$ cat src/rtl/bab_pkg.sv
package bab_pkg;
  typedef enum logic [1:0] {
    OP_HOLD = 2'd0,
    OP_STEP = 2'd1,
    OP_LOAD = 2'd2
  } bab_op_e;
endpackage

$ cat src/rtl/bab_strobe_dec.sv
module bab_strobe_dec
  import bab_pkg::*;
(
  input  logic    adsp_ni,
  input  logic    adsc_ni,
  input  logic    adv_ni,
  input  logic    ce1_ni,
  input  logic    ce2_i,
  input  logic    ce3_ni,
  input  logic    sel_q_i,
  output bab_op_e op_o,
  output logic    take_p_o,
  output logic    sel_new_o
);
  logic take_c;

  // processor strobe gated by ce1; it wins over the controller strobe
  assign take_p_o  = !adsp_ni && !ce1_ni;
  assign take_c    = !adsc_ni && !take_p_o;
  assign sel_new_o = !ce1_ni && ce2_i && !ce3_ni;

  always_comb begin
    if (take_p_o || take_c)    op_o = OP_LOAD;
    else if (sel_q_i && !adv_ni) op_o = OP_STEP;
    else                       op_o = OP_HOLD;
  end
endmodule

$ cat src/rtl/bab_beat_ctr.sv
module bab_beat_ctr
  import bab_pkg::*;
#(
  parameter int BURST_BITS = 2
) (
  input  logic                  clk_i,
  input  logic                  rst_ni,
  input  bab_op_e               op_i,
  input  logic [BURST_BITS-1:0] start_i,
  input  logic                  ilv_i,
  output logic [BURST_BITS-1:0] lo_o
);
  logic [BURST_BITS-1:0] base_q, cnt_q;

  always_ff @(posedge clk_i or negedge rst_ni) begin
    if (!rst_ni) begin
      base_q <= '0;
      cnt_q  <= '0;
    end else begin
      unique case (op_i)
        OP_LOAD: begin
          base_q <= start_i;
          cnt_q  <= '0;
        end
        OP_STEP: cnt_q <= cnt_q + 1'b1;
        default: ;
      endcase
    end
  end

  assign lo_o = ilv_i ? (base_q ^ cnt_q) : (base_q + cnt_q);


  step_chk: assert property (@(posedge clk_i) disable iff (!rst_ni)
    op_i == OP_STEP |=> cnt_q == $past(cnt_q) + 1'b1);

  hold_chk: assert property (@(posedge clk_i) disable iff (!rst_ni)
    op_i == OP_HOLD |=> $stable(cnt_q) && $stable(base_q));

  load_chk: assert property (@(posedge clk_i) disable iff (!rst_ni)
    op_i == OP_LOAD |=> cnt_q == '0);
endmodule

$ cat src/rtl/burst_addr_gen.sv
module burst_addr_gen
  import bab_pkg::*;
#(
  parameter int ADDR_W     = 18,
  parameter int BURST_BITS = 2
) (
  input  logic              clk_i,
  input  logic              rst_ni,
  input  logic [ADDR_W-1:0] addr_i,
  input  logic              adsp_ni,
  input  logic              adsc_ni,
  input  logic              adv_ni,
  input  logic              ce1_ni,
  input  logic              ce2_i,
  input  logic              ce3_ni,
  input  logic              ilv_order_i,
  output logic [ADDR_W-1:0] addr_o,
  output logic              sel_o,
  output logic              burst_start_o,
  output logic              wr_block_o
);
  localparam int HI_W = ADDR_W - BURST_BITS;

  bab_op_e               op;
  logic                  take_p, sel_new;
  logic [HI_W-1:0]       hi_q;
  logic [BURST_BITS-1:0] lo;
  logic                  sel_q, start_q, pread_q;

  bab_strobe_dec u_dec (
    .adsp_ni  (adsp_ni),
    .adsc_ni  (adsc_ni),
    .adv_ni   (adv_ni),
    .ce1_ni   (ce1_ni),
    .ce2_i    (ce2_i),
    .ce3_ni   (ce3_ni),
    .sel_q_i  (sel_q),
    .op_o     (op),
    .take_p_o (take_p),
    .sel_new_o(sel_new)
  );

  bab_beat_ctr #(.BURST_BITS(BURST_BITS)) u_ctr (
    .clk_i  (clk_i),
    .rst_ni (rst_ni),
    .op_i   (op),
    .start_i(addr_i[BURST_BITS-1:0]),
    .ilv_i  (ilv_order_i),
    .lo_o   (lo)
  );

  always_ff @(posedge clk_i or negedge rst_ni) begin
    if (!rst_ni) begin
      hi_q    <= '0;
      sel_q   <= 1'b0;
      start_q <= 1'b0;
      pread_q <= 1'b0;
    end else if (op == OP_LOAD) begin
      hi_q    <= addr_i[ADDR_W-1:BURST_BITS];
      sel_q   <= sel_new;
      start_q <= sel_new;
      pread_q <= take_p && sel_new;
    end else begin
      start_q <= 1'b0;
      pread_q <= 1'b0;
    end
  end

  assign addr_o        = {hi_q, lo};
  assign sel_o         = sel_q;
  assign burst_start_o = start_q;
  assign wr_block_o    = !sel_q || pread_q;


  start_sel_chk: assert property (@(posedge clk_i) disable iff (!rst_ni)
    burst_start_o |-> sel_o);

  hi_stable_chk: assert property (@(posedge clk_i) disable iff (!rst_ni)
    op != OP_LOAD |=> $stable(addr_o[ADDR_W-1:BURST_BITS]));

  wr_block_chk: assert property (@(posedge clk_i) disable iff (!rst_ni)
    (op == OP_LOAD && take_p && sel_new) |=> wr_block_o && burst_start_o);

  desel_keep_chk: assert property (@(posedge clk_i) disable iff (!rst_ni)
    (!sel_o && op != OP_LOAD) |=> !sel_o);
endmodule

$ cat config.mk
export PLATFORM = sky130hd
export DESIGN_NAME = burst_addr_gen
export DESIGN_NICKNAME = d
export VERILOG_FILES = /design/src/rtl/bab_pkg.sv /design/src/rtl/bab_strobe_dec.sv /design/src/rtl/bab_beat_ctr.sv /design/src/rtl/burst_addr_gen.sv
export SDC_FILE = /design/constraint.sdc
export NUM_CORES = 1
export LEC_CHECK = 0
export BUFFER_PORTS_ARGS = -buffer_cell sky130_fd_sc_hd__buf_4
export CORE_ASPECT_RATIO = 1.25
export CORE_MARGIN = 5
export CORE_UTILIZATION = 39
export CTS_BUF_LIST = sky130_fd_sc_hd__clkbuf_16
export CTS_CLUSTER_DIAMETER = 100
export DETAILED_ROUTE_END_ITERATION = 6
export PLACE_DENSITY = 0.78
export SLEW_MARGIN = 20
export SYNTH_ARGS = -nofsm -noshare
export SYNTH_HDL_FRONTEND = slang
export SYNTH_SLANG_ARGS = --single-unit
$ cat constraint.sdc
create_clock -name clk_i -period 0.9 [get_ports clk_i]
set_clock_uncertainty 0.05 [all_clocks]
set_input_delay 0.09 -clock clk_i [delete_from_list [all_inputs] [get_ports clk_i]]
set_output_delay 0.09 -clock clk_i [all_outputs]
set_load 0.01 [all_outputs]
Word level (Yosys, flattened, before mapping)
Index checks and enable logic that the tools add are counted.
W data, S select, Z words.
Storage, ports and cells
  bits of input ports: 27
  word-level logic and storage cells: 33
  memories kept: 0
  output and inout port bits: 21
  bits in latches: 0
  bits in registers: 23
  RAM bits: 0
  ROM bits: 0
Operators by class
  eq/ne operators: 2
  divide/modulo/power cells: 0
  muxes and demuxes: 6
  bitwise logic cells: 1
  reduce and logical (&&, ||, !) cells: 16
  multipliers: 0
  add/sub/neg operators: 2
  order comparisons: 0
  shifts and indexed selects: 0
Operators by type and width (number)
  $logic_not A1 Y1: 7
  $logic_and A1 B1 Y1: 6
  $mux W2: 2
  $pmux W2 S2: 1
  $mux W1: 3
  $add A2 B1 Y2 const B: 1
  $add A2 B2 Y2: 1
  $eq A2 B1 Y1 const B: 1
  $eq A2 B2 Y1 const B: 1
  $logic_or A1 B1 Y1: 2
  $reduce_bool A2 Y1: 1
  $xor A2 B2 Y2: 1

Logic depth before layout (Yosys ltp)
Gate-level depths: netlist (run 1).
  depth in word-level cells: 8
  depth in mapped cells: 3
  depth with buffers taken out: 3

Hierarchy
Synthesis (run 1) repeated with hierarchy kept, for this count alone.
Unflattened totals
  cells, all modules: 70
  area total of the unflattened synthesis: 1033.5 sq um
By module, submodules not included
  burst_addr_gen: area an instance 764.5 sq um, cells each 44, instances 1
  bab_beat_ctr: area an instance 236.5 sq um, cells each 22, instances 1
  bab_strobe_dec: area an instance 32.5 sq um, cells each 4, instances 1

Least setup slack after synthesis (run 1)
No wires, ideal clock.
  path kind: register -> register
  start: reg sel_q, in the netlist sel_o
  end: reg u_ctr.cnt_q[0]
  setup slack: -171 ps
  library setup time: 77 ps
  period minus slack after synthesis: 1071 ps
  buffers on the path: 0
  data arrival time: 944 ps
  stages on the path, launching flop included: 4
  path through: dfrtp_1 > inv_1 > or3_1 > a21oi_1
On the way
  longest elaborated chain between the ends: 5
  elaborated cells on any way between the ends: 7
  classes of those cells: eq/ne: 2; mux: 3; reduce/logical: 2
RTL lines
  from (decl): RTL line burst_addr_gen.sv:28  | logic sel_q, start_q, pread_q;
  from (signal assigned): RTL line burst_addr_gen.sv:60  | sel_q <= sel_new;
  $logic_and A1 B1 Y1 *: RTL line bab_strobe_dec.sv:24  | else if (sel_q_i && !adv_ni) op_o = OP_STEP;
  $mux W1 *: RTL line bab_strobe_dec.sv:24
  $mux W2 *: RTL line bab_strobe_dec.sv:23  | if (take_p_o || take_c) op_o = OP_LOAD;
  $eq A2 B1 Y1 or $eq A2 B2 Y1 (tied branches): RTL line bab_beat_ctr.sv:20  | unique case (op_i)
  $pmux W2 S2 or $reduce_bool A2 Y1 (tied branches)
  to (signal assigned): RTL line bab_beat_ctr.sv:25  | OP_STEP: cnt_q <= cnt_q + 1'b1;
  to (decl): RTL line bab_beat_ctr.sv:13  | logic [BURST_BITS-1:0] base_q, cnt_q;
Every way passes the cells marked *; elsewhere a longest branch is shown, timed or not.
A chain may end at the register's enable or synchronous reset.

Final worst setup path (run 1)
  start: reg u_ctr.cnt_q[0]
  end: out addr_o[1]
On the way
  longest elaborated chain between the ends: 2
RTL lines
  $add A2 B2 Y2: RTL line bab_beat_ctr.sv:31  | assign lo_o = ilv_i ? (base_q ^ cnt_q) : (base_q + cnt_q);
  $mux W2: RTL line bab_beat_ctr.sv:31
  to (decl): RTL line burst_addr_gen.sv:17  | output logic [ADDR_W-1:0] addr_o,
No other way between the ends.

==> results of run 1 <==
-- power breakdown --
group,internal (mW),switching [mW]
Combinational,0.433,0.210
Sequential,1.12,0.0696
Clock,0.597,0.353
Total,2.15,0.632
-- what timing repair did --
action / in CTS / in global routing
buffers inserted: 2 / 2
endpoints found under the hold margin: 24 / 0
setup endpoints to repair: 23 / 26
pin swaps: 1 / 4
hold buffers: 2 / 0
resized for setup: 18 / 8
-- worst max-delay path, stage by stage (launching register included) --
cell and delay, ns:
dfrtp_1 0.39, ha_2 0.19, nor2b_4 0.12, xnor2_2 0.11, buf_4 0.14
-- cells in the final DEF, fill, tap and decap left out, types with 2 or more instances in the layout --
| cell | count |
|---|---|
| buf_4 | 36 |
| dlygate4sd3_1 | 2 |
| nor2_1 | 2 |
| buf_6 | 22 |
| mux2_4 | 17 |
| clkbuf_16 | 3 |
| nor2b_4 | 2 |
| dfrtp_1 | 23 |
-- state kept, by name, summed over array words and instances, names as in the netlist --
name / cells
hi_q: 16
sel_o: 1
pread_q: 1
u_ctr.cnt_q: 2
u_ctr.base_q: 2
burst_start_o: 1
-- layout make-up --
cell class | instances | area (um2) | share of cell area (%)
Tap cell | 31 | 38.8 | 2.29
Clock inverter | 1 | 5.00 | 0.295
Sequential cell | 23 | 576 | 34.0
Inverter | 1 | 6.26 | 0.369
Clock buffer | 3 | 75.1 | 4.43
Multi-Input combinational cell | 34 | 435 | 25.7
Timing Repair Buffer | 61 | 558 | 32.9
-- cell families (layout without fill, tap and decap cells) --
logic type      count (synthesis)  after routing
flops                          23             23
mux                            18             18
simple gates                    8              8
compound gates                  4              4
xor+xnor                        3              3
buf+inv                         3             66
fa+ha+maj                       1              1
-- metal layers --
layer / part of all wire, % / up-vias
li1: - / 332
met1: 37 / 342
met2: 54 / 31
met3: 7.9 / 4
met4: 1.6 / 0
met5: 0 / -
-- final timing paths --
check / from / to
worst max-delay path: u_ctr.cnt_q[0]$_DFFE_PN0P_ / addr_o[1]
worst min-delay path: addr_i[9] / hi_q[7]$_DFFE_PN0P_
worst max register to register: u_ctr.cnt_q[0]$_DFFE_PN0P_ / u_ctr.cnt_q[0]$_DFFE_PN0P_
worst min register to register: hi_q[11]$_DFFE_PN0P_ / hi_q[11]$_DFFE_PN0P_
max in group asynchronous: rst_ni / sel_o$_DFFE_PN0P_
min in group asynchronous: rst_ni / hi_q[8]$_DFFE_PN0P_
==> flow_summary.yaml, run 1 <==
floorplan:
  num_rows: 19
  die_x_um: 53.7
  die_area_mm2: 0.00347
  die_h_um: 64.7
  top_level_ports: 48
  coreArea_mm2: 0.00223
  start_util_pct: 41.7
timing:
  setup_viol: 25
  final_max_slew_viol_count: 0
  finalCriticalPeriod_ns: 1.35
  setup_ws_ns: -0.453
  finalHoldViolCount: 0
  relSlewSlack_pct: 80.7
  setup_tns_ns: -2.05
  tightest_slew_ns: 0.289
  fmax_mhz: 739
  hold_ws_ns: 0.0105
  rsz0062_at_grt: "true"
  fin_crit_sh_pct: 150
logic_synthesis:
  ys_seq_elements: 23
  synth_fa_ha_area_share_pct: 1.34
  async_flop_share_pct: 100
  syn_area_per_cell_um2: 15.5
  ys.flop_type: "dfrtp_1"
  synth_top_family_by_area: "multiplexers"
  yosys_warnings: 0
  synth_area_leader_cell: "dfrtp_1"
  synth_xor_area_share_pct: 2.82
  synthSimpleGateAreaFrac_pct: 6.31
  yosysMostFrequentCell: "dfrtp_1"
  synth.area.mux_share_pct: 21.7
  synth_edf_count: 0
  yosys-top-cells-area: "dfrtp_1 (62%), mux2_2 (21%), buf_6 (2.4%), xnor2_1 (1.9%), nor2b_4 (1.5%)"
  ys_seq_area_share_pct: 61.7
  synth_compound_area_share_pct: 3.22
  yosysTopAreaCellShare_pct: 61.7
  syn_inst: 60
  syn_nets: 88
  yosys-top-cells-count: "dfrtp_1 (23), mux2_2 (17), buf_6 (2), nor2_1 (2), xnor2_1 (2)"
  netlist_area_um2: 932
  yosysUniqueCellTypes: 19
layout:
  fill_cells: 147
  fin_util_pct: 75.8
  stdcell_count: 154
  diodes: 0
  syn_to_final_growth_pct: 81.7
  fin_area_mm2: 0.00169
  nets: 152
  post_route_cells_drive_above_1_share_pct: 74.8
run_status:
  violations: "negative setup slack"
  status: "finished, violations left"
route:
  wl_um: 2300
  routedWlPerCell_um: 14.9
  drtPass1Iterations: 3
  drt_iter0_drc: 14
  viasPerCell: 4.60
  route.detailed.drc: 0
  num_vias: 709
  postRouteAntennaNets: 0
global_routing:
  grt_max_degree: 24
  use_met1_pct: 17.7
  met3_usage_pct: 3.21
  grt_pass1_wl_um: 3780
  overflow: 0
  antenna_found_initial: 0
  grt_pass1_vias: 812
  met2_usage_pct: 24.7
  busiest_layer: "met2"
  grt_usage_pct: 14.9
setup_path:
  crit_required_ns: 0.76
  critPathKind: "flop to primary output"
  critPathArrivalTime_ns: 1.21
  reg2reg_depth: 4
  reg2reg_slack_ns: -0.36
  start_kind: "flop"
  critPathMaxFanout: 2
  worst_setup_path_end_kind: "primary output"
pwr:
  power_mw: 2.79
  vdd_ir_drop_max_mv: 1.45
  power.density_mw_per_mm2: 1640
  p_leak_nw: 0.850
placement:
  port_buffers: 47
  placed_area_mm2: 0.00146
  place_congestion: 0.698
  hpwl_um: 1700
  dp_slack_ns: -0.207
  dpl.cell_count: 144
clock_tree:
  cts_tree: "yes"
  numCtsBuffers: 3
  clk_pin_slew_ns: 0.06
  clkLatencyLatePin_ns: 0.25
  cts.sinks: 23
  cts_buffer_depth: 2
  h-tree-depth: 1
  cts_root_buffer: "clkbuf_16"
hold_path:
  hold_path_class: "primary input to flop"
  whs_path_depth: 2
run:
  cap_violations: 0
No activity file was read; power rests on OpenSTA's default activity.
==> run 2, diff against run 1 <==
--- a/config.mk
+++ b/config.mk
@@ -8,12 +8,13 @@
 export BUFFER_PORTS_ARGS = -buffer_cell sky130_fd_sc_hd__buf_4
 export CORE_ASPECT_RATIO = 1.25
 export CORE_MARGIN = 5
-export CORE_UTILIZATION = 39
+export CORE_UTILIZATION = 41
 export CTS_BUF_LIST = sky130_fd_sc_hd__clkbuf_16
 export CTS_CLUSTER_DIAMETER = 100
 export DETAILED_ROUTE_END_ITERATION = 6
-export PLACE_DENSITY = 0.78
+export PLACE_DENSITY = 0.79
 export SLEW_MARGIN = 20
 export SYNTH_ARGS = -nofsm -noshare
 export SYNTH_HDL_FRONTEND = slang
+export SYNTH_HIERARCHICAL = 1
 export SYNTH_SLANG_ARGS = --single-unit
==> run 2 against run 1 <==
The run still ends with negative setup slack left. Routed wire length up 15%. Via count grew 12%. Global-route usage grew 0.88 points. Final cell count up 8.4%. Total power increased by 3.2%. Largest cell class is now non-clock buffers. Highest routed layer unchanged.
==> flow_summary.yaml, run 2 <==
logic_synthesis:
  yosysMostFrequentCell: "dfrtp_1"
  yosysUniqueCellTypes: 21
  synth_area_leader_cell: "dfrtp_1"
  yosys-top-cells-count: "dfrtp_1 (23), mux2_2 (11), mux2_4 (8)"
  syn_area_per_cell_um2: 14.8
  yosys_warnings: 6
  synth_edf_count: 0
  async_flop_share_pct: 100
  yosys-top-cells-area: "dfrtp_1 (56%), mux2_2 (12%), mux2_4 (12%), ha_1 (3.6%), buf_12 (1.9%)"
  ys_seq_elements: 23
  ys_seq_area_share_pct: 55.7
  syn_inst: 70
  netlist_area_mm2: 0.00103
  ys.flop_type: "dfrtp_1"
  syn_nets: 100
  yosysTopAreaCellShare_pct: 55.7
timing:
  fmax_mhz: 689
  finalCriticalPeriod_ns: 1.45
  final_max_slew_viol_count: 0
  tightest_slew_ns: 0.331
  rsz0062_at_grt: "true"
  setup_viol: 43
  fin_crit_sh_pct: 161
  setup_ws_ns: -0.552
  hold_ws_ns: 0.0165
  finalHoldViolCount: 0
  relSlewSlack_pct: 77.9
floorplan:
  start_util_pct: 42.6
  die_area_mm2: 0.00363
  coreArea_mm2: 0.00243
  die_x_um: 54.9
  top_level_ports: 48
  die_h_um: 66.1
  num_rows: 20
clock_tree:
  cts_buffer_depth: 2
  clk_pin_slew_ns: 0.06
  h-tree-depth: 1
  cts.sinks: 23
  cts_root_buffer: "clkbuf_16"
  clkLatencyLatePin_ns: 0.25
  numCtsBuffers: 3
  cts_tree: "yes"
route:
  postRouteAntennaNets: 0
  wl_um: 2650
  viasPerCell: 4.75
  route.detailed.drc: 0
  num_vias: 794
  drtPass1Iterations: 4
  routedWlPerCell_um: 15.9
  drt_iter0_drc: 11
setup_path:
  start_kind: "flop"
  crit_required_ns: 0.97
  critPathKind: "flop to flop"
  critPathMaxFanout: 4
  worst_setup_path_end_kind: "flop"
  critPathArrivalTime_ns: 1.53
global_routing:
  antenna_found_initial: 0
  grt_pass1_vias: 902
  grt_usage_pct: 15.8
  grt_pass1_wl_um: 4110
  grt_max_degree: 24
  overflow: 0
placement:
  place_congestion: 0.663
  port_buffers: 47
  hpwl_um: 1690
layout:
  largest-register: "hi_q"
  final_common_cell: "buf_4"
  post_route_cells_drive_above_1_share_pct: 73.9
  diodes: 0
  layout_common_cells: "buf_4 (38), dfrtp_1 (23), buf_6 (22), mux2_4 (17)"
  syn_to_final_growth_pct: 76.8
  largest_registers: "hi_q x16, u_ctr/base_q x2, u_ctr/cnt_q x2"
  largest_reg_flops: 16
  fill_cells: 152
  nets: 165
  seq_area_um2: 576
  multi_input_area_um2: 523
pwr:
  vdd_ir_drop_max_mv: 1.08
  power_mw: 2.87
  p_leak_nw: 0.886
  power.density_mw_per_mm2: 1570
run_status:
  violations: "negative setup slack"
  status: "finished, violations left"
hold_path:
  hold_path_class: "primary input to flop"
run:
  cap_violations: 0
## run 2: cell types whose count changed after synthesis, sizes merged, moves of 2 or more
cell    previous run  this run
inv                1         5
ha                 1         3
nand2              0         2
nand2b             1         3
nor3b              0         2
## run 2: worst paths after layout
kind / cells after the start / slack [ns] / from / endpoint
max in group asynchronous: 2 / 0.36 / rst_ni / hi_q[1]$_DFFE_PN0N_
worst min register to register: 1 / 0.48 / u_ctr/base_q[1]$_DFFE_PN0N_ / u_ctr/base_q[1]$_DFFE_PN0N_
worst max-delay path: 6 / -0.55 / sel_o$_DFFE_PN0N_ / u_ctr/cnt_q[1]$_DFFE_PN0P_
worst max register to register: 6 / -0.55 / sel_o$_DFFE_PN0N_ / u_ctr/cnt_q[1]$_DFFE_PN0P_
min in group asynchronous: 2 / 0.21 / rst_ni / hi_q[15]$_DFFE_PN0N_
worst min-delay path: 2 / 0.02 / addr_i[11] / hi_q[9]$_DFFE_PN0N_
## run 2: report_power, final
group / internal, mW / switching, mW
clock network: 0.596 / 0.345
logic: 0.484 / 0.245
registers: 1.13 / 0.0754
## run 2: per-stage QoR
stage	setup WS [ns]	instance area [um2]	cells	util, %	setup TNS (ns)
6_report	-0.552	1830	167	75.3	-12.52
5_1_grt	-0.597	1830	167	75.3	-14.17
4_1_cts	-0.488	1750	163	72.0	-11.33
3_5_place_dp	-0.568	1480	153	60.8	-11.47
3_3_place_gp	-0.505	1480	153	60.8	-10.30
2_1_floorplan	-0.599	1080	70	-	-11.79
## run 2: logic make-up (layout without fill, tap and decap cells)
family	Yosys count	in the layout	share of synthesized area [%]
xor+xnor	2	2	1.70
flops	23	23	55.7
fa+ha+maj	3	3	3.63
simple gates	12	12	8.11
mux	19	19	23.6
buf+inv	8	72	5.21
compound gates	3	3	2.06
## run 2: cell type report
type	instances	share of cell area (%)
repair buffers	63	32.2
flip-flops and latches	23	31.5
well taps	33	2.26
multi-input cells	39	28.6
inverters	5	1.03
clock inverters	1	0.274
clock buffers	3	4.11
## run 2: critical path, cell delays in order (launching register included)
cell       delay, ns
dfrtp_1         0.35
nor3b_4         0.23
buf_4           0.15
inv_2           0.04
ha_4            0.28
nand4bb_1       0.13
o211ai_1        0.09
## run 2: routing by layer
layer | track usage [%] | share of wire [%] | vias up
met5 | 0 | 0 | -
met4 | 8.21 | 3.4 | 0
met3 | 6.32 | 8.7 | 10
met2 | 24.9 | 51 | 43
met1 | 18.0 | 37 | 380
li1 | - | - | 361
## run 2: repair_timing
action,4_1_cts,5_1_grt
hold endpoints to repair,23,0
gates resized for setup,29,11
pin swaps,2,4
cloned,0,1
hold buffers,1,0
setup buffers,6,5
setup endpoints to repair,43,44
